$ cat config.mk
export PLATFORM = sky130hd
export DESIGN_NAME = ptmr_periodic
export DESIGN_NICKNAME = d
export VERILOG_FILES = /design/src/rtl/ptmr_pkg.sv /design/src/rtl/ptmr_rst_sync.sv /design/src/rtl/ptmr_gate_sync.sv /design/src/rtl/ptmr_step.sv /design/src/rtl/ptmr_core.sv /design/src/rtl/ptmr_periodic.sv
export SDC_FILE = /design/constraint.sdc
export NUM_CORES = 1
export LEC_CHECK = 0
export ABC_AREA = 1
export CAP_MARGIN = 25
export CORE_ASPECT_RATIO = 1.25
export CORE_UTILIZATION = 40
export CTS_CLUSTER_SIZE = 24
export DETAILED_ROUTE_END_ITERATION = 8
export DONT_BUFFER_PORTS = 1
export PLACE_DENSITY = 0.67
export SLEW_MARGIN = 20
export SYNTH_ARGS = -nofsm -noshare
export SYNTH_HDL_FRONTEND = slang
export SYNTH_SLANG_ARGS = --single-unit
$ cat constraint.sdc
create_clock -name clk -period 1.25 [get_ports clk]
set_input_delay 0.125 -clock clk [delete_from_list [all_inputs] [get_ports clk]]
set_output_delay 0.125 -clock clk [all_outputs]
set_load 0.05 [all_outputs]
$ cat src/rtl/ptmr_pkg.sv
package ptmr_pkg;
  typedef enum logic {
    PM_RATE   = 1'b0,
    PM_SQUARE = 1'b1
  } pmode_e;

  // Decrement amounts handed to the step unit
  localparam logic [1:0] STEP_ONE   = 2'd1;
  localparam logic [1:0] STEP_TWO   = 2'd2;
  localparam logic [1:0] STEP_THREE = 2'd3;
endpackage

$ cat src/rtl/ptmr_rst_sync.sv
module ptmr_rst_sync (
  input  logic clk,
  input  logic rst_n,
  output logic rst_n_sync
);
  logic [1:0] stage_q;

  always_ff @(posedge clk or negedge rst_n) begin
    if (!rst_n) stage_q <= 2'b00;
    else        stage_q <= {stage_q[0], 1'b1};
  end

  assign rst_n_sync = stage_q[1];
endmodule

$ cat src/rtl/ptmr_gate_sync.sv
module ptmr_gate_sync (
  input  logic clk,
  input  logic rst_n,
  input  logic tick,
  input  logic gate,
  output logic gate_lvl,
  output logic trig
);
  logic gate_q;
  logic pend_q, pend_n;
  logic rise;

  // The edge is detected against the previous clock's level
  assign rise = gate & ~gate_q;

  // A remembered edge lives until a tick consumes it
  always_comb begin
    pend_n = pend_q;
    if (tick)      pend_n = 1'b0;
    else if (rise) pend_n = 1'b1;
  end

  always_ff @(posedge clk or negedge rst_n) begin
    if (!rst_n) begin
      gate_q <= 1'b0;
      pend_q <= 1'b0;
    end else begin
      gate_q <= gate;
      pend_q <= pend_n;
    end
  end

  assign gate_lvl = gate;
  assign trig     = rise | pend_q;
endmodule

$ cat src/rtl/ptmr_step.sv
module ptmr_step #(
  parameter int CNT_W = 16
) (
  input  logic [CNT_W-1:0] val,
  input  logic [1:0]       amount,
  input  logic             bcd,
  output logic [CNT_W-1:0] res
);
  localparam int NDIG = CNT_W / 4;

  logic [CNT_W-1:0] res_bin;
  logic [CNT_W-1:0] res_dec;
  logic [NDIG-2:0]  borrow;

  assign res_bin = val - CNT_W'(amount);

  // One digit slice per decade, borrow rippling upward
  for (genvar g = 0; g < NDIG; g++) begin : g_dig
    logic [4:0] dig;
    logic [4:0] sub;
    logic       lt;
    logic [4:0] diff;

    assign dig = {1'b0, val[4*g +: 4]};
    if (g == 0) begin : g_lsd
      assign sub = {3'b000, amount};
    end else begin : g_upper
      assign sub = {4'b0000, borrow[g-1]};
    end
    assign lt   = (dig < sub);
    assign diff = lt ? (dig + 5'd10 - sub) : (dig - sub);
    assign res_dec[4*g +: 4] = diff[3:0];
    if (g < NDIG - 1) begin : g_bout
      assign borrow[g] = lt;
    end
  end

  assign res = bcd ? res_dec : res_bin;
endmodule

$ cat src/rtl/ptmr_core.sv
module ptmr_core
  import ptmr_pkg::*;
#(
  parameter int CNT_W = 16
) (
  input  logic             clk,
  input  logic             rst_n,
  input  logic             tick,
  input  logic             gate_lvl,
  input  logic             trig,
  input  logic             cfg_wr,
  input  logic             cfg_mode,
  input  logic             cfg_bcd,
  input  logic             cnt_wr,
  input  logic [CNT_W-1:0] cnt_val,
  input  logic [CNT_W-1:0] step_res,
  output logic [1:0]       step_amt,
  output logic             step_bcd,
  output logic             out,
  output logic [CNT_W-1:0] count
);
  localparam logic [CNT_W-1:0] CNT_ONE   = CNT_W'(1);
  localparam logic [CNT_W-1:0] CNT_TWO   = CNT_W'(2);
  localparam logic [CNT_W-1:0] CNT_THREE = CNT_W'(3);

  pmode_e           mode_q, mode_n;
  logic             bcd_q, bcd_n;
  logic [CNT_W-1:0] init_q, init_n;
  logic [CNT_W-1:0] cnt_q, cnt_n;
  logic             out_q, out_n;
  logic             run_q, run_n;
  logic             ldreq_q, ldreq_n;

  logic cnt_odd;
  logic sq_expire;
  logic rate_last;
  logic do_load;
  logic advance;

  // Odd parity is the low bit in both number formats
  assign cnt_odd   = cnt_q[0];
  assign sq_expire = (cnt_q == CNT_TWO) || (!out_q && (cnt_q == CNT_THREE));
  assign rate_last = (cnt_q == CNT_ONE);
  assign do_load   = ldreq_q || (run_q && gate_lvl && trig);
  assign advance   = run_q && gate_lvl;

  always_comb begin
    if (mode_q == PM_RATE)  step_amt = STEP_ONE;
    else if (!cnt_odd)      step_amt = STEP_TWO;
    else if (out_q)         step_amt = STEP_ONE;
    else                    step_amt = STEP_THREE;
  end

  assign step_bcd = bcd_q;

  always_comb begin
    mode_n  = mode_q;
    bcd_n   = bcd_q;
    init_n  = init_q;
    cnt_n   = cnt_q;
    out_n   = out_q;
    run_n   = run_q;
    ldreq_n = ldreq_q;

    if (cfg_wr) begin
      mode_n  = pmode_e'(cfg_mode);
      bcd_n   = cfg_bcd;
      out_n   = 1'b1;
      run_n   = 1'b0;
      ldreq_n = 1'b0;
    end else if (tick) begin
      if (do_load) begin
        cnt_n   = init_q;
        out_n   = 1'b1;
        run_n   = 1'b1;
        ldreq_n = 1'b0;
      end else if (advance) begin
        if (mode_q == PM_RATE) begin
          if (rate_last) begin
            cnt_n = init_q;
            out_n = 1'b1;
          end else begin
            cnt_n = step_res;
            out_n = (cnt_q != CNT_TWO);
          end
        end else begin
          if (sq_expire) begin
            cnt_n = init_q;
            out_n = ~out_q;
          end else begin
            cnt_n = step_res;
          end
        end
      end
    end

    // Low gate forces the output high without waiting for a tick
    if (!gate_lvl) out_n = 1'b1;

    if (cnt_wr) begin
      init_n = cnt_val;
      if (cfg_wr || !run_q) ldreq_n = 1'b1;
    end
  end

  always_ff @(posedge clk or negedge rst_n) begin
    if (!rst_n) begin
      mode_q  <= PM_RATE;
      bcd_q   <= 1'b0;
      init_q  <= '0;
      cnt_q   <= '0;
      out_q   <= 1'b1;
      run_q   <= 1'b0;
      ldreq_q <= 1'b0;
    end else begin
      mode_q  <= mode_n;
      bcd_q   <= bcd_n;
      init_q  <= init_n;
      cnt_q   <= cnt_n;
      out_q   <= out_n;
      run_q   <= run_n;
      ldreq_q <= ldreq_n;
    end
  end

  assign out   = out_q;
  assign count = cnt_q;
endmodule

$ cat src/rtl/ptmr_periodic.sv
module ptmr_periodic #(
  parameter int CNT_W = 16
) (
  input  logic             clk,
  input  logic             rst_n,
  input  logic             tick,
  input  logic             gate,
  input  logic             cfg_wr,
  input  logic             cfg_mode,
  input  logic             cfg_bcd,
  input  logic             cnt_wr,
  input  logic [CNT_W-1:0] cnt_val,
  output logic             out,
  output logic [CNT_W-1:0] count
);
  logic             rst_n_int;
  logic             gate_lvl;
  logic             trig;
  logic [1:0]       step_amt;
  logic             step_bcd;
  logic [CNT_W-1:0] step_res;

  ptmr_rst_sync u_rst (
    .clk        (clk),
    .rst_n      (rst_n),
    .rst_n_sync (rst_n_int)
  );

  ptmr_gate_sync u_gate (
    .clk      (clk),
    .rst_n    (rst_n_int),
    .tick     (tick),
    .gate     (gate),
    .gate_lvl (gate_lvl),
    .trig     (trig)
  );

  ptmr_step #(.CNT_W(CNT_W)) u_step (
    .val    (count),
    .amount (step_amt),
    .bcd    (step_bcd),
    .res    (step_res)
  );

  ptmr_core #(.CNT_W(CNT_W)) u_core (
    .clk      (clk),
    .rst_n    (rst_n_int),
    .tick     (tick),
    .gate_lvl (gate_lvl),
    .trig     (trig),
    .cfg_wr   (cfg_wr),
    .cfg_mode (cfg_mode),
    .cfg_bcd  (cfg_bcd),
    .cnt_wr   (cnt_wr),
    .cnt_val  (cnt_val),
    .step_res (step_res),
    .step_amt (step_amt),
    .step_bcd (step_bcd),
    .out      (out),
    .count    (count)
  );
endmodule

# Word-level counts from Yosys, hierarchy flattened
# Cells that the tools add are included.
# word_totals
elab_cells	85
register_bits	41
output_inout_bits	17
input_bits	24
# classes
add_sub_neg	13
reduce_logical	15
eq_ne	7
bitwise_logic	5
n_lt_le_gt_ge	4
n_mux	31
# op_table
cell	count
$mux 16	6
$eq 16x2->1 const B	2
$sub 4x1->4	6
$mux 1	18
$add 4x4->4 const B	4
$eq 16x1->1 const B	1
$mux 4	4
$ne 16x2->1 const B	1
$sub 16x2->16	1
$lt 4x1->1	3
$reduce_bool 2->1	4
$sub 4x2->4	2
$mux 2	3
$reduce_and 3->1	2
$ne 5x5->1 const B	1
$lt 4x2->1	1
$ne 4x1->1 const B	1
$logic_and 1x1->1	3
$logic_or 1x1->1	3
$ne 3x1->1 const B	1
$not 1->1	3
$logic_not 1->1	2
$reduce_and 2->1	1
$and 1x1->1	1
$or 1x1->1	1

# Depth between registers and ports, before layout
# Gate-level depths: netlist (run 1).
# depth
word_depth	13
ltp_mapped	24
ltp_nobuf	24

# Modules after synthesis
# From an unflattened synthesis (run 1), not the netlist that was laid out.
# hier_totals
hier_cells	466
hier_area_um2	3275.6
# by_module_without_submodules
mod	n_inst	area_per_inst_um2	seq_area_each_um2	cells_per_inst
ptmr_core	1	1949.4	927.1	253
ptmr_step	1	1188.6	0.0	202
ptmr_gate_sync	1	83.8	50.0	8
ptmr_rst_sync	1	53.8	50.0	3

# Worst setup path after synthesis (run 1)
# No wires, ideal clock.
# synth_path
path_type	register to register
from	register u_core.cnt_q[0], in the netlist u_core.count[0]
to	register u_core.cnt_q[14], in the netlist u_core.count[14]
path_stages_with_launch	24
slack_ns	-2.724
required_ns	1.184
n_path_buf	0
arrival_ns	3.908
period_less_slack_ns	3.974
setup_time_ns	0.066
path_cell_list	dfrtp_1 -> a21oi_1 -> fa_1 -> nand2_1 -> inv_1 -> ha_1 -> ha_1 -> nand2_1 -> inv_1 -> ha_1 -> ha_1 -> nand2_1 -> inv_1 -> ha_1 -> inv_1 -> ha_1 -> inv_1 -> ha_1 -> or2_2 -> a21oi_1 -> a21oi_1 -> nand2_1 -> nand2_1 -> nand2_1
# synth_between
elab_chain_len	12
elab_cells_between_ends	21
cone_classes	3 x add/sub; 4 x order compare; 3 x eq/ne; 9 x mux; 2 x reduce/logical
# synth_lines
element	line_no	rtl
start, declared	ptmr_core.sv:29	logic [CNT_W-1:0] cnt_q, cnt_n;
start signal, assigned	ptmr_core.sv:119	cnt_q <= cnt_n;
$mux 2	ptmr_core.sv:49	else if (!cnt_odd) step_amt = STEP_TWO;
$mux 2	ptmr_core.sv:48	if (mode_q == PM_RATE) step_amt = STEP_ONE;
$lt 4x2->1	ptmr_step.sv:30	assign lt = (dig < sub);
$lt 4x1->1 (2 in series)	ptmr_step.sv:30	
$sub 4x1->4 / $lt 4x1->1 (equally long branches)	ptmr_step.sv:31, ptmr_step.sv:30	
$mux 4	ptmr_step.sv:31	assign diff = lt ? (dig + 5'd10 - sub) : (dig - sub);
$mux 16	ptmr_step.sv:38	assign res = bcd ? res_dec : res_bin;
$mux 16 (on tied branches)	ptmr_core.sv:79, ptmr_core.sv:87	
$mux 16 (*)	ptmr_core.sv:78	if (mode_q == PM_RATE) begin
$mux 16 (*)	ptmr_core.sv:77	end else if (advance) begin
$mux 16 (*)	ptmr_core.sv:72	if (do_load) begin
# Mark *: on every way between the ends. The rest lies on a longest branch, timed or not. The select of a mux whose other input is x is not followed.
# A chain may end at the register's enable or synchronous reset.

# Final worst setup path (run 1)
# layout_path
from	register u_core.out_q, in the netlist u_core.out
to	register u_core.cnt_q[14], in the netlist u_core.count[14]
# layout_between
elab_chain_len	13
elab_cells_between_ends	20
cone_classes	3 x add/sub; 4 x order compare; 10 x mux; 3 x reduce/logical
# layout_lines
element	line_no	rtl
start, declared	ptmr_core.sv:30	logic out_q, out_n;
start signal, assigned	ptmr_core.sv:120	out_q <= out_n;
$mux 2	ptmr_core.sv:50	else if (out_q) step_amt = STEP_ONE;
$mux 2	ptmr_core.sv:49	
$mux 2	ptmr_core.sv:48	
$lt 4x2->1	ptmr_step.sv:30	
$lt 4x1->1 (2 in series)	ptmr_step.sv:30	
$sub 4x1->4 / $lt 4x1->1 (equally long branches)	ptmr_step.sv:31, ptmr_step.sv:30	
$mux 4	ptmr_step.sv:31	
$mux 16	ptmr_step.sv:38	
$mux 16 (on tied branches)	ptmr_core.sv:79, ptmr_core.sv:87	
$mux 16 (*)	ptmr_core.sv:78	
$mux 16 (*)	ptmr_core.sv:77	
$mux 16 (*)	ptmr_core.sv:72	
# Marks and branches as above.

==> impl_metrics.py, run 1 <==
metrics = {
    "sta": {
        "hold_viol_final": 0,
        "rsz0062_at_grt": "true",
        "fin_worst_skew_ns": 0.0128,
        "tightest_slew_ns": 0.813,
        "post-route-min-period_ns": 3.26,
        "max_slew_margin_pct": 45.8,
        "finalWorstSetupSlack_ns": -2.01,
        "setup_viol": 18,
        "fin_crit_sh_pct": 261,
        "drv_slew": 0,
        "max_freq_mhz": 306,
    },
    "clock_network": {
        "cts_buffers": 5,
        "insertion_delay_ns": 0.30,
        "cts_tree": "done",
        "cts_num_sinks": 41,
        "cts_buffer_depth": 2,
        "clockRootBuffer": "clkbuf_8",
        "cts_max_level": 2,
        "clk_pin_slew_ns": 0.09,
    },
    "grt": {
        "grt_util_all_layers_pct": 24.3,
        "grt_pass1_vias": 3143,
        "grt_start_max_net_pins": 40,
        "antenna_found_initial": 0,
        "grt_first_pass_wirelength_um": 14800,
        "overflow": 0,
    },
    "critical_path": {
        "crit_buf_inv": 5,
        "crit_path_end_kind": "flip-flop",
        "critical_path.most_common_cell": "ha_4",
        "max_stage_delay_ns": 0.64,
        "arrival_ns": 3.50,
        "worstPathRequired_ns": 1.48,
        "regToRegStartpoint": "u_core.out",
        "critical_path.top_delay_family": "adder cells",
        "worstSetupStartpoint": "u_core.out",
        "start_kind": "flip-flop",
        "crit_chain": "a21oi_4, fa_2, nand2_2, inv_2, ha_4, ha_4, nand2_4, inv_4, ha_4, ha_4, nand2_4, inv_4, ha_4, inv_2, ha_4, inv_2, ha_4, or2_4, a21oi_2, a21oi_2, nand2_1, nand2_1, nand2_1",
        "critical_path_class": "flip-flop to flip-flop",
        "cpMaxStageDelayCell": "dfstp_4",
        "crit_fanout": 2,
    },
    "synthesis": {
        "synthTopCellsByArea": "dfrtp_1, nand2_1, ha_1, inv_1, nand3_1",
        "ys.flop_type": "dfrtp_1",
        "synth_largest_area_cell": "dfrtp_1",
        "yosysTopAreaCellShare_pct": 33.6,
        "synth-async-reset-ratio_pct": 100,
        "syn_inst": 398,
        "avgSynthCellArea_um2": 7.48,
        "ys_types": 36,
        "syn-cell-area_um2": 2980,
        "synth_edf_count": 0,
        "ys_ff_latch": 41,
        "yosys_warnings": 0,
        "synth_seq_area_share_pct": 34.5,
        "syn_nets": 446,
    },
    "flow_run": {
        "drv_cap": 0,
    },
    "floorplanning": {
        "die_height_um": 98.5,
        "coreArea_um2": 7060,
        "die-area_um2": 7800,
        "start_util_pct": 42.2,
        "num_rows": 34,
        "io_pins": 41,
        "die_w_um": 79.2,
    },
    "power_and_ir_drop": {
        "power_switching_w": 0.00383,
        "powerDensity_nw_per_um2": 1810,
        "clkPwrFrac_pct": 12.9,
        "leakage_nw": 2.28,
        "comb_power_share_pct": 66.4,
        "p_int_w": 0.00473,
        "swShare_pct": 44.7,
        "ir_worst_vdd_mv": 0.840,
        "power_frac_seq_pct": 20.7,
    },
    "placement": {
        "dpl_cell_area_um2": 3910,
        "place.detailed.hpwl_um": 6210,
        "port_buffers": 0,
        "pre_cts_ws_ns": -1.97,
        "gp_congestion": 0.841,
    },
    "run_status": {
        "violations": "setup timing",
        "status": "finished with violations",
    },
    "detailed_routing": {
        "drt_pass1_iterations": 4,
        "wl_per_cell_um": 14.7,
        "wirelength_um": 9080,
        "dr.first_iter.drc_count": 185,
        "vias_per_cell": 5.05,
        "via_count": 3110,
        "drc_errors": 0,
        "postRouteAntennaNets": 0,
    },
    "hold_path": {
        "holdCritStartpoint": "cfg_wr",
        "hp-class": "primary input to flip-flop",
    },
    "cells_and_area": {
        "final_cell_area_um2": 4730,
        "fill_cells": 564,
        "post_route_cells_drive_above_1_share_pct": 43.3,
        "diodes": 0,
        "nNetsFinal": 573,
        "synthToLayoutAreaGrowth_pct": 58.9,
    },
}
## timing repair
action | in CTS | in global routing
gates resized for setup | 47 | 29
pin swaps | 34 | 25
hold buffers | 23 | 1
cloned | 1 | 0
hold endpoints to repair | 25 | 1
setup endpoints to repair | 18 | 34
buffers inserted | 13 | 9
## flip-flops by register name, indices dropped and copies added (netlist names)
register / cells
u_core.ldreq_q: 1
u_core.count: 16
u_gate.gate_q: 1
u_rst.stage_q: 2
u_gate.pend_q: 1
u_core.step_bcd: 1
u_core.mode_q: 1
u_core.run_q: 1
u_core.out: 1
u_core.init_q: 16
## metal layers
metal / GRT usage (%) / wire length, um / up-vias / part of all wire [%]
met4: 10.6 / 245 / 0 / 2.7
met5: 0 / 0 / - / 0
met1: 31.9 / 3970 / 1470 / 44
met2: 39.9 / 4430 / 84 / 49
li1: - / - / 1537 / -
met3: 3.06 / 438 / 19 / 4.8
## cell type report
type / count / area (um2) / area share (%)
multi-input combinational: 291 / 2120 / 44.7
clock inverter: 3 / 46.3 / 0.979
timing repair buffer: 129 / 1120 / 23.6
tap: 90 / 113 / 2.38
sequential: 41 / 1040 / 22.1
inverter: 57 / 224 / 4.73
clock buffer: 5 / 68.8 / 1.45
## synth_stat cells, types with 2 or more instances
master,number
a21oi_1,18
a21oi_2,2
buf_2,4
buf_6,2
clkbuf_1,4
dfrtp_1,40
fa_1,2
ha_1,22
inv_1,52
inv_2,5
mux2_2,5
nand2_1,113
nand2_2,4
nand3_1,27
nand3_2,4
nand4_2,2
nor2_1,24
nor2_2,2
nor2_4,3
nor3_1,3
o211ai_1,6
o21ai_0,27
o21ai_1,3
o21ai_2,5
xnor2_1,5
xor2_1,4
## path summary, 6_finish.rpt
check / endpoint / slack (ns) / cells past startpoint
min in group asynchronous: u_rst.stage_q[0] / 0.05 / 1
worst min-delay path: u_core.ldreq_q / 0.02 / 2
worst min register to register: u_core.init_q[15] / 0.24 / 1
worst max register to register: u_core.count[14] / -2.01 / 23
max in group asynchronous: u_core.out / 0.75 / 1
worst max-delay path: u_core.count[14] / -2.01 / 23
## per-stage QoR
| stage | power, W | cells | utilization (%) | hold WS (ns) | TNS, ns |
|---|---|---|---|---|---|
| floorplan | 0.00463 | 398 | - | -0.171 | -21.52 |
| global placement | 0.00625 | 564 | 55.3 | -0.171 | -20.28 |
| detailed placement | 0.00634 | 564 | 55.3 | -0.171 | -20.73 |
| CTS | 0.00806 | 608 | 64.6 | 0.00173 | -22.14 |
| global route | 0.00912 | 616 | 67.0 | 0.00244 | -23.65 |
| finish | 0.00856 | 616 | 67.0 | 0.0207 | -21.97 |
## power groups by stage
stage | combinational (W) | clock, W | sequential, W
2_1_floorplan | 0.00206 | 0 | 0.00257
3_3_place_gp | 0.00448 | 0 | 0.00177
3_5_place_dp | 0.00456 | 0 | 0.00178
4_1_cts | 0.00517 | 0.00113 | 0.00176
5_1_grt | 0.00613 | 0.00119 | 0.00180
6_report | 0.00568 | 0.00111 | 0.00177
## cells by family (layout without fill, tap and decap cells)
group / count (synthesis) / in the layout / share of synthesized area, %
DFF: 41 / 41 / 34.5
AOI/OAI and AO/OA: 66 / 66 / 13.1
and+or+nand+nor: 185 / 186 / 28.0
other: 1 / 1 / 0.126
muxes: 5 / 5 / 1.89
buffers and inverters: 67 / 194 / 9.12
xor gates and xnor gates: 9 / 9 / 2.65
adders and majority gates: 24 / 24 / 10.6
## layout by cell type, fill, tap and decap left out, drive strengths merged, types with 6 or more instances in the layout
master,count
nor2,29
buf,105
inv,57
dfrtp,40
ha,22
nand3,33
a21oi,20
o211ai,6
o21ai,35
dlygate4sd3,23
nand2,117
No activity file was read; power rests on OpenSTA's default activity.
==> run 2, diff against run 1 <==
--- a/constraint.sdc
+++ b/constraint.sdc
@@ -3,2 +3,2 @@
 set_output_delay 0.125 -clock clk [all_outputs]
-set_load 0.05 [all_outputs]
+set_load 0.005 [all_outputs]
==> impl_metrics.py, run 2 (synthesized netlist as in run 1, its figures left out) <==
metrics = {
    "detailed_routing": {
        "vias_per_cell": 5.19,
        "wirelength_um": 9480,
        "wl_per_cell_um": 15.6,
        "postRouteAntennaNets": 0,
        "via_count": 3161,
        "drt_pass1_iterations": 5,
        "dr.first_iter.drc_count": 198,
        "drc_errors": 0,
    },
    "clock_network": {
        "cts_max_level": 2,
        "cts_buffer_depth": 2,
        "cts_tree": "done",
        "insertion_delay_ns": 0.30,
        "cts_buffers": 5,
        "clockRootBuffer": "clkbuf_8",
        "cts_num_sinks": 41,
        "clk_pin_slew_ns": 0.09,
    },
    "run_status": {
        "violations": "setup timing",
        "status": "finished with violations",
    },
    "critical_path": {
        "regToRegStartpoint": "u_core.out",
        "worstPathRequired_ns": 1.49,
        "crit_path_end_kind": "flip-flop",
        "rrSetupSlack_ns": -1.95,
        "start_kind": "flip-flop",
        "arrival_ns": 3.44,
        "critical_path_class": "flip-flop to flip-flop",
        "crit_fanout": 2,
        "rr_endpoint": "u_core.count[14]",
        "rr_worst_depth": 23,
    },
    "power_and_ir_drop": {
        "p_int_w": 0.00452,
        "ir_worst_vdd_mv": 0.925,
        "comb_power_share_pct": 63.4,
        "finalPower_w": 0.00772,
        "leakage_nw": 2.27,
        "power_frac_seq_pct": 22.4,
        "power_switching_w": 0.00320,
        "swShare_pct": 41.4,
        "powerDensity_nw_per_um2": 1660,
        "clkPwrFrac_pct": 14.1,
    },
    "hold_path": {
        "hp-class": "primary input to async pin",
    },
    "sta": {
        "finalWorstSetupSlack_ns": -1.95,
        "tightest_slew_ns": 0.830,
        "tns_ns": -21.04,
        "post-route-min-period_ns": 3.20,
        "fin_worst_skew_ns": 0.0119,
        "fin_crit_sh_pct": 256,
        "rsz0062_at_grt": "true",
        "drv_slew": 0,
        "hold_viol_final": 0,
        "max_slew_margin_pct": 44.7,
        "setup_viol": 17,
        "max_freq_mhz": 312,
    },
    "placement": {
        "place.detailed.hpwl_um": 6110,
        "gp_congestion": 0.865,
        "port_buffers": 0,
    },
    "cells_and_area": {
        "nNetsFinal": 566,
        "layout_commonest_cell": "nand2_1",
        "diodes": 0,
        "post_route_cells_drive_above_1_share_pct": 40.7,
        "fill_cells": 550,
        "layout_common_cells": "nand2_1, buf_4, dfrtp_1, inv_1, nor2_1",
        "synthToLayoutAreaGrowth_pct": 56.3,
    },
    "flow_run": {
        "drv_cap": 0,
    },
    "grt": {
        "antenna_found_initial": 0,
        "grt_start_max_net_pins": 40,
        "grt_first_pass_wirelength_um": 14500,
        "grt_pass1_vias": 2971,
        "grt_util_all_layers_pct": 23.9,
        "overflow": 0,
    },
    "floorplanning": {
        "die_height_um": 98.5,
        "coreArea_um2": 7060,
        "die_w_um": 79.2,
        "num_rows": 34,
        "start_util_pct": 42.2,
        "die-area_um2": 7800,
        "io_pins": 41,
    },
}
-- run 2: how the worst max path moves through the flow --
stage,start,cells after the start,end,slack [ns]
floorplan,u_core.out,23,u_core.count[14],-1.95
CTS,u_core.out,23,u_core.count[14],-1.91
global route,u_core.out,23,u_core.count[14],-2.09
global placement,u_core.out,23,u_core.count[14],-1.88
finish,u_core.out,23,u_core.count[14],-1.95
detailed placement,u_core.out,23,u_core.count[14],-1.94
-- run 2: layout make-up --
class	instances	area, um2	share of cell area [%]
repair buffers	122	1060	22.7
well taps	90	113	2.42
clock inverters	2	38.8	0.833
multi-input cells	291	2120	45.5
inverters	57	226	4.87
clock buffers	6	72.6	1.56
flip-flops and latches	41	1030	22.1
-- run 2: what timing repair did --
item	in CTS	in global routing
pin swaps	24	24
setup buffers	10	9
hold endpoints to repair	25	0
endpoints found under the setup margin	17	34
gates cloned	1	0
resized for setup	36	42
hold buffers	23	0
-- run 2: layer usage --
metal | GRT usage [%] | up-vias | share of wire [%]
met4 | 7.27 | 0 | 3.6
met5 | 0 | - | 0
met1 | 32.6 | 1487 | 41
met3 | 3.52 | 26 | 5.8
li1 | - | 1515 | -
met2 | 39.1 | 133 | 49
-- run 2: critical path: stages, from the launching register on --
cell and delay [ns]:
dfstp_2 0.56, a21oi_4 0.06, fa_2 0.37, nand2_2 0.09
inv_2 0.05, ha_4 0.16, ha_4 0.16, nand2_4 0.06
inv_4 0.04, ha_4 0.15, ha_4 0.16, nand2_4 0.06
inv_4 0.04, ha_4 0.14, inv_2 0.05, ha_4 0.12
inv_2 0.04, ha_4 0.22, or2_4 0.22, a21oi_2 0.13
a21oi_2 0.04, nand2_1 0.06, nand2_1 0.05, nand2_1 0.07
-- run 2: metrics by stage --
stage               instance area (um2)  worst slack, ns  hold slack [ns]  std cells  util [%]
CTS                                4440            -1.91           0.0435        604      62.9
finish                             4650            -1.95           0.0479        609      65.9
global placement                   3850            -1.88           -0.171        562      54.6
floorplan                          3150            -1.95           -0.171        398         -
global route                       4650            -2.09           0.0385        609      65.9
detailed placement                 3850            -1.94           -0.171        562      54.6
-- run 2: power by group through the flow --
stage | clock network, W | registers, W | logic, W
final | 0.00109 | 0.00173 | 0.00490
after global routing | 0.00118 | 0.00176 | 0.00534
after CTS | 0.00112 | 0.00171 | 0.00431
after global placement | 0 | 0.00173 | 0.00375
after floorplan | 0 | 0.00192 | 0.00204
after detailed placement | 0 | 0.00173 | 0.00382
